## src/rtl/txd_pkg.sv

```systemverilog
package txd_pkg;

    localparam int OWN_BIT   = 31;
    localparam int LS_BIT    = 30;
    localparam int FS_BIT    = 29;
    localparam int SETUP_BIT = 27;
    localparam int EOR_BIT   = 25;
    localparam int TXEN_BIT  = 13;
    localparam int SWR_BIT   = 0;

    localparam logic [31:0] STS_SETUP_DONE = 32'h7FFF_FFFF;
    localparam logic [31:0] STS_ERR_DONE   = 32'h0000_8000;
    localparam logic [31:0] STS_OK_DONE    = 32'h0000_0000;

    typedef enum logic [2:0] {
        RA_BUSMODE = 3'd0,
        RA_POLL    = 3'd1,
        RA_RING    = 3'd2,
        RA_OPMODE  = 3'd3,
        RA_STATUS  = 3'd4
    } reg_addr_e;

    typedef enum logic [3:0] {
        ST_IDLE, ST_F_STS, ST_F_CTL, ST_F_BUF, ST_F_ADR,
        ST_B_RD, ST_B_CAP, ST_EMIT, ST_CLOSE, ST_SUSP
    } eng_st_e;

    typedef struct packed {
        logic last;
        logic first;
        logic setup;
        logic eor;
    } desc_flags_t;

    function automatic logic [2:0] proc_code(eng_st_e s);
        case (s)
            ST_F_STS, ST_F_CTL, ST_F_BUF, ST_F_ADR: return 3'd1;
            ST_B_RD, ST_B_CAP, ST_EMIT:             return 3'd2;
            ST_CLOSE:                               return 3'd3;
            ST_SUSP:                                return 3'd6;
            default:                                return 3'd0;
        endcase
    endfunction

endpackage

```

## src/rtl/txd_regs.sv

```systemverilog
module txd_regs
    import txd_pkg::*;
#(
    parameter int ADDR_W = 16
) (
    input  logic              clk,
    input  logic              rst,
    input  logic              wr,
    input  logic [2:0]        addr,
    input  logic [31:0]       wdata,
    input  logic [2:0]        proc_state,
    output logic [31:0]       rdata,
    output logic              tx_en,
    output logic              poll_go,
    output logic              swr_go,
    output logic              base_load,
    output logic [ADDR_W-1:0] base_next,
    output logic [ADDR_W-1:0] base_q
);

    logic [31:0] opmode_q;

    assign poll_go   = wr && (addr == RA_POLL)    && wdata[0];
    assign swr_go    = wr && (addr == RA_BUSMODE) && wdata[SWR_BIT];
    assign base_load = wr && (addr == RA_RING);
    assign base_next = wdata[ADDR_W-1:0];
    assign tx_en     = opmode_q[TXEN_BIT];

    always_ff @(posedge clk) begin
        if (rst) begin
            opmode_q <= '0;
            base_q   <= '0;
        end else begin
            if (wr && addr == RA_OPMODE) opmode_q <= wdata;
            if (base_load)               base_q   <= base_next;
        end
    end

    always_comb begin
        case (addr)
            RA_RING:   rdata = 32'(base_q);
            RA_OPMODE: rdata = opmode_q;
            RA_STATUS: rdata = {9'd0, proc_state, 20'd0};
            default:   rdata = '0;
        endcase
    end

endmodule

```

## src/rtl/txd_lane.sv

```systemverilog
module txd_lane #(
    parameter int LANES = 4
) (
    input  logic [8*LANES-1:0]         word,
    input  logic [$clog2(LANES)-1:0]   sel,
    output logic [7:0]                 byte_o
);

    logic [7:0] lanes [LANES];

    for (genvar g = 0; g < LANES; g++) begin : g_lane
        assign lanes[g] = word[8*g +: 8];
    end

    assign byte_o = lanes[sel];

endmodule

```

## src/rtl/txd_fsm.sv

```systemverilog
module txd_fsm
    import txd_pkg::*;
#(
    parameter int ADDR_W = 16,
    parameter int LEN_W  = 11
) (
    input  logic              clk,
    input  logic              rst,
    input  logic              tx_en,
    input  logic              poll_go,
    input  logic              swr_go,
    input  logic              base_load,
    input  logic [ADDR_W-1:0] base_next,
    input  logic [ADDR_W-1:0] base_q,
    output logic              mem_req,
    output logic              mem_we,
    output logic [ADDR_W-1:0] mem_addr,
    output logic [31:0]       mem_wdata,
    input  logic [31:0]       mem_rdata,
    output logic [31:0]       word_q,
    output logic [1:0]        lane,
    output logic              emit_tx,
    output logic              emit_setup,
    output logic              mark_first,
    output logic              mark_last,
    output logic [2:0]        proc_state
);

    localparam logic [ADDR_W-1:0] DESC_STRIDE = ADDR_W'(4);
    localparam logic [LEN_W-1:0]  ONE_LEFT    = LEN_W'(1);

    eng_st_e          st;
    desc_flags_t      flags;
    logic [ADDR_W-1:0] desc_ptr, buf_ptr;
    logic [LEN_W-1:0]  len_q, left;
    logic              first_pend;

    always_ff @(posedge clk) begin
        if (rst) begin
            st         <= ST_IDLE;
            flags      <= '0;
            desc_ptr   <= '0;
            buf_ptr    <= '0;
            len_q      <= '0;
            left       <= '0;
            word_q     <= '0;
            lane       <= '0;
            first_pend <= 1'b0;
        end else if (swr_go) begin
            st       <= ST_IDLE;
            desc_ptr <= base_q;
        end else begin
            if (base_load) desc_ptr <= base_next;
            case (st)
                ST_IDLE, ST_SUSP: if (poll_go && tx_en) st <= ST_F_STS;
                ST_F_STS: st <= ST_F_CTL;
                ST_F_CTL: st <= mem_rdata[OWN_BIT] ? ST_F_BUF : ST_SUSP;
                ST_F_BUF: begin
                    flags <= '{last:  mem_rdata[LS_BIT],
                               first: mem_rdata[FS_BIT],
                               setup: mem_rdata[SETUP_BIT],
                               eor:   mem_rdata[EOR_BIT]};
                    len_q <= mem_rdata[LEN_W-1:0];
                    st    <= ST_F_ADR;
                end
                ST_F_ADR: begin
                    buf_ptr    <= mem_rdata[ADDR_W-1:0];
                    left       <= len_q;
                    first_pend <= 1'b1;
                    st         <= (len_q == '0) ? ST_CLOSE : ST_B_RD;
                end
                ST_B_RD: begin
                    buf_ptr <= buf_ptr + ADDR_W'(1);
                    st      <= ST_B_CAP;
                end
                ST_B_CAP: begin
                    word_q <= mem_rdata;
                    lane   <= '0;
                    st     <= ST_EMIT;
                end
                ST_EMIT: begin
                    first_pend <= 1'b0;
                    left       <= left - ONE_LEFT;
                    lane       <= lane + 2'd1;
                    if (left == ONE_LEFT)  st <= ST_CLOSE;
                    else if (lane == 2'd3) st <= ST_B_RD;
                end
                ST_CLOSE: begin
                    if (!base_load)
                        desc_ptr <= flags.eor ? base_q : desc_ptr + DESC_STRIDE;
                    st <= ST_F_STS;
                end
                default: st <= ST_IDLE;
            endcase
        end
    end

    always_comb begin
        mem_req  = 1'b0;
        mem_we   = 1'b0;
        mem_addr = desc_ptr;
        case (st)
            ST_F_STS: mem_req = 1'b1;
            ST_F_CTL: begin mem_req = 1'b1; mem_addr = desc_ptr + ADDR_W'(1); end
            ST_F_BUF: begin mem_req = 1'b1; mem_addr = desc_ptr + ADDR_W'(2); end
            ST_B_RD:  begin mem_req = 1'b1; mem_addr = buf_ptr; end
            ST_CLOSE: begin mem_req = 1'b1; mem_we = 1'b1; end
            default: ;
        endcase
    end

    assign mem_wdata  = flags.setup      ? STS_SETUP_DONE :
                        (len_q == '0)    ? STS_ERR_DONE   : STS_OK_DONE;
    assign emit_tx    = (st == ST_EMIT) && !flags.setup;
    assign emit_setup = (st == ST_EMIT) &&  flags.setup;
    assign mark_first = emit_tx && first_pend && flags.first;
    assign mark_last  = emit_tx && (left == ONE_LEFT) && flags.last;
    assign proc_state = proc_code(st);

endmodule

```

## src/rtl/txd_poll_engine.sv

```systemverilog
module txd_poll_engine
    import txd_pkg::*;
#(
    parameter int ADDR_W = 16,
    parameter int LEN_W  = 11
) (
    input  logic              clk,
    input  logic              rst,
    input  logic              reg_wr,
    input  logic [2:0]        reg_addr,
    input  logic [31:0]       reg_wdata,
    output logic [31:0]       reg_rdata,
    output logic              mem_req,
    output logic              mem_we,
    output logic [ADDR_W-1:0] mem_addr,
    output logic [31:0]       mem_wdata,
    input  logic [31:0]       mem_rdata,
    output logic              tx_valid,
    output logic [7:0]        tx_data,
    output logic              tx_first,
    output logic              tx_last,
    output logic              setup_valid,
    output logic [7:0]        setup_data
);

    logic              tx_en, poll_go, swr_go, base_load;
    logic [ADDR_W-1:0] base_next, base_q;
    logic [2:0]        proc_state;
    logic [31:0]       word_q;
    logic [1:0]        lane;
    logic [7:0]        cur_byte;

    txd_regs #(.ADDR_W(ADDR_W)) regs_i (
        .clk(clk), .rst(rst), .wr(reg_wr), .addr(reg_addr), .wdata(reg_wdata),
        .proc_state(proc_state), .rdata(reg_rdata), .tx_en(tx_en),
        .poll_go(poll_go), .swr_go(swr_go), .base_load(base_load),
        .base_next(base_next), .base_q(base_q)
    );

    txd_fsm #(.ADDR_W(ADDR_W), .LEN_W(LEN_W)) fsm_i (
        .clk(clk), .rst(rst), .tx_en(tx_en), .poll_go(poll_go), .swr_go(swr_go),
        .base_load(base_load), .base_next(base_next), .base_q(base_q),
        .mem_req(mem_req), .mem_we(mem_we), .mem_addr(mem_addr),
        .mem_wdata(mem_wdata), .mem_rdata(mem_rdata), .word_q(word_q),
        .lane(lane), .emit_tx(tx_valid), .emit_setup(setup_valid),
        .mark_first(tx_first), .mark_last(tx_last), .proc_state(proc_state)
    );

    txd_lane #(.LANES(4)) lane_i (
        .word(word_q), .sel(lane), .byte_o(cur_byte)
    );

    assign tx_data    = cur_byte;
    assign setup_data = cur_byte;

endmodule

```

## config.mk

```make
export PLATFORM = sky130hd
export DESIGN_NAME = txd_poll_engine
export DESIGN_NICKNAME = d
export VERILOG_FILES = /design/src/rtl/txd_pkg.sv /design/src/rtl/txd_regs.sv /design/src/rtl/txd_lane.sv /design/src/rtl/txd_fsm.sv /design/src/rtl/txd_poll_engine.sv
export SDC_FILE = /design/constraint.sdc
export NUM_CORES = 1
export LEC_CHECK = 0
export BUFFER_PORTS_ARGS = -buffer_cell sky130_fd_sc_hd__clkbuf_2
export CAP_MARGIN = 20
export CORE_ASPECT_RATIO = 0.5
export CORE_MARGIN = 2
export CORE_UTILIZATION = 56
export DETAILED_ROUTE_END_ITERATION = 8
export PLACE_DENSITY = 0.81
export SLEW_MARGIN = 10
export SYNTH_ARGS = -nofsm -noshare
export SYNTH_HDL_FRONTEND = slang
export SYNTH_HIERARCHICAL = 1
export SYNTH_SLANG_ARGS = --single-unit
```

## constraint.sdc

```tcl
create_clock -name clk -period 2.6 [get_ports clk]
set_input_delay 0.26 -clock clk [delete_from_list [all_inputs] [get_ports clk]]
set_output_delay 0.26 -clock clk [all_outputs]
set_load 0.01 [all_outputs]
```

==> run summary <==
Core Box Area: 0.0153 mm^2
gpl congestion: 0.961
largest net degree at the start of global routing: 75
part of the cycle the worst path needs: 95.0%
Comb pwr share: 19.9%
Clk pwr share: 39.7%
main combinational cell family by area after synthesis: simple AND/OR/NAND/NOR gates
# Max-Cap Violations: 0
Crit. End Element: output pin
final hold viol count: 0
CP required: 2.34 ns
H-tree depth: 4
Routed WL: 24.6 mm
outcome: complete, no violations
die height: 92.5 um
# hold bufs at CTS: 0
relative slew slack: 48.4%
I/O pin cnt: 172
slowest cell on the critical path: o311ai_0
sequential fraction of the synthesis area: 33.8%
syn_nets: 1,164
DIE AREA: 0.0167 mm^2
post-synthesis xor/xnor area fraction: 0.600%
static leakage: 4.01 nW
drt first pass iters: 5
Setup CP Type: register to output pin
Initial Util: 57.1%
post-synthesis simple-gate area fraction: 25.8%
CTS root buf: clkbuf_16
Clk Latency, worst-skew pair: 0.42 ns
Flop pwr share: 40.4%
Reg clk slew, reported paths: 0.07 ns
mux share of post-synthesis cell area: 8.41%
Compound-Gate Fraction of Synth Area: 20.3%
EDFF count, synth: 0
Clock Path Buffers: 2
TNS Setup: 0 ns
wire per inst: 17.6 um
number of port buffers: 170
CP bufs+invs: 1
Seq cells post-synth: 148
cell area after synthesis: 0.00876 mm^2
Internal: 0.00426 W
crit path max fanout: 14
Most used DFF post-synth: dfxtp_1
vias in the first global route: 7,816
vias post-DR: 8,480
Worst setup startpoint: fsm_i/st[1]$_SDFFE_PP0N_
Async SR Flop Fraction: 0%
syn_area_per_cell: 8.08 um^2
Syn-to-layout area delta: 14.3%
Hold Crit Class: input pin to register
VDD IR max: 476 uV
Setup WS pre-CTS: 0.221 ns
Sw Pwr: 0.00197 W
Die Wd: 181 um
GRT overflow: 0
DRT iter0 DRCs: 934
Site Rows: 32
Post-Layout Inst Area: 0.0100 mm^2
worst slew pin tran: 0.774 ns
share of cells above drive strength 1: 24.3%
clock sinks: 148
pwr/cell area: 622 mW/mm^2
family with the most delay on the worst path: compound AO/OA/AOI/OAI gates
placed cell areas: 0.00939 mm^2
Detail Placement HPWL: 17.0 mm
fmax: 405 MHz
fin worst setup slack: 0.130 ns
CTS tree: yes
Hold Path Origin: mem_rdata[22]
RSZ-0062 raised after global routing: false
Setup Skew: 0.0140 ns
post-route antenna net violation count: 0
Switching Fraction: 31.7%
Pins Over Slew Limit: 0
TritonCTS buffer count: 17
CP peak stage delay: 0.60 ns
worst endpoint data arrival time: 2.21 ns
initial antenna violation count: 0
first-pass GRT wire length: 39.3 mm
Design Power: 0.00623 W
crit start category: register
DR vias/cell: 6.06
Synthesis Warnings: 6
Antenna Cells: 0
Finish-stage setup viols: 0
worst reg2reg startpoint: fsm_i/left[0]$_SDFFE_PP0P_
nets: 1,262
CP cell instances: or3b_4, o311ai_0, clkbuf_2
GRT Overall Usage: 28.8%
min Tclk post-route: 2.47 ns
Synth cell types: 83
post-synthesis adder-cell area fraction: 1.29%
Post-route DRC: 0
Cells after Synth: 1,085
[flip-flops by register name, indices dropped and copies added, names as in the netlist]
register,cells
fsm_i/proc_state,3
fsm_i/desc_ptr,16
fsm_i/len_q,11
fsm_i/left,11
fsm_i/flags,4
fsm_i/lane,2
fsm_i/buf_ptr,16
regs_i/opmode_q,32
fsm_i/st,4
fsm_i/first_pend,1
fsm_i/word_q,32
regs_i/base_q,16
[final timing paths]
path,end,slack (ns),cells after the start
min reg2reg,fsm_i/word_q[3]$_SDFFE_PP0P_,0.46,2
max reg2reg,fsm_i/proc_state[0]$_DFF_P_,0.19,9
max,mem_addr[3],0.13,3
min,fsm_i/word_q[22]$_SDFFE_PP0P_,0.05,3
[placed cells by master (no fill, tap or decap), drive strengths merged, types with 9 or more instances in the layout]
cell type and n:
ha 9, clkbuf 186, inv 22, dfxtp 148, buf 45, nor3 16
mux2i 50, and3 9, a211oi 9, o21ai 61, and2 19, a22o 21
nor2 67, o211ai 9, a21oi 85, nand4 9, nand2b 91, o22ai 9
nand2 148, a22oi 9, nand3 24
[worst reg2reg max path, delay by kind of cell, from the launching register on]
family          cells  cell delay, ns
compound gates      4            0.75
fa+ha+maj           2            0.48
buf+inv             1            0.17
flops               1            0.42
mux                 1            0.26
simple gates        1            0.24
[metal layers]
metal | global-route usage, % | up-vias | part of all wire [%]
li1 | - | 3999 | -
met1 | 39.8 | 4007 | 44
met2 | 46.3 | 424 | 46
met3 | 4.92 | 50 | 8.4
met4 | 9.01 | 0 | 1.7
met5 | 0 | - | 0
[power by group through the flow]
stage	sequential, W	combinational [W]	clock [W]
CTS	0.00251	0.00120	0.00250
floorplan	0.00249	0.000882	0
finish	0.00252	0.00124	0.00247
global route	0.00253	0.00135	0.00260
detailed placement	0.00255	0.00119	0
global placement	0.00255	0.00115	0
[cell type report]
cell class	instances	area, um^2
inverters	15	61.3
repair buffers	214	1180
clock inverters	15	158
well taps	204	255
multi-input cells	787	4960
flip-flops and latches	148	2970
fillers	1301	5320
clock buffers	17	425
[repair_timing]
action                     in CTS  in global routing
setup endpoints to repair       0                 10
gates resized for setup         0                 11
buffers inserted                0                  3
[cell families (layout without fill, tap and decap cells)]
family          Yosys count  count (layout)
buf+inv                 150             261
fa+ha+maj                 9               9
flops                   148             148
simple gates            436             436
compound gates          272             272
other cells               1               1
xor+xnor                  6               6
mux                      63              63
[synth_stat cells (6+ instances only)]
cell        n  area [um^2]
nand3_1    23          115
dfxtp_1   148         2960
o22ai_1     9         56.3
nor4_1      7         43.8
nor2b_1     8         50.1
a22o_1     21          184
nand4_1     9         56.3
mux2i_1    50          500
a21oi_1    85          425
buf_2      16         80.1
o21ai_0    59          295
a221oi_1    6         52.6
nand2_1   148          556
o311ai_0    8         70.1
and2_1     17          106
clkbuf_1   49          184
buf_6       6         67.6
mux4_2      8          180
o211ai_1    9         67.6
and3_1      9         56.3
a21o_1      6         45.0
a22oi_1     9         67.6
ha_1        9          113
a211oi_1    9         67.6
inv_1      13         48.8
buf_4      58          435
nand2b_1   91          569
nor3_1     15         75.1
nor2_1     66          248
[metrics by stage]
step	hold WS, ns	utilization, %	cells
floorplan	0.396	-	1085
global placement	0.440	61.3	1365
detailed placement	0.447	61.3	1365
CTS	0.0470	65.1	1397
global route	0.0509	65.3	1400
finish	0.0531	65.3	1400
(Power assumes the default switching activity.)
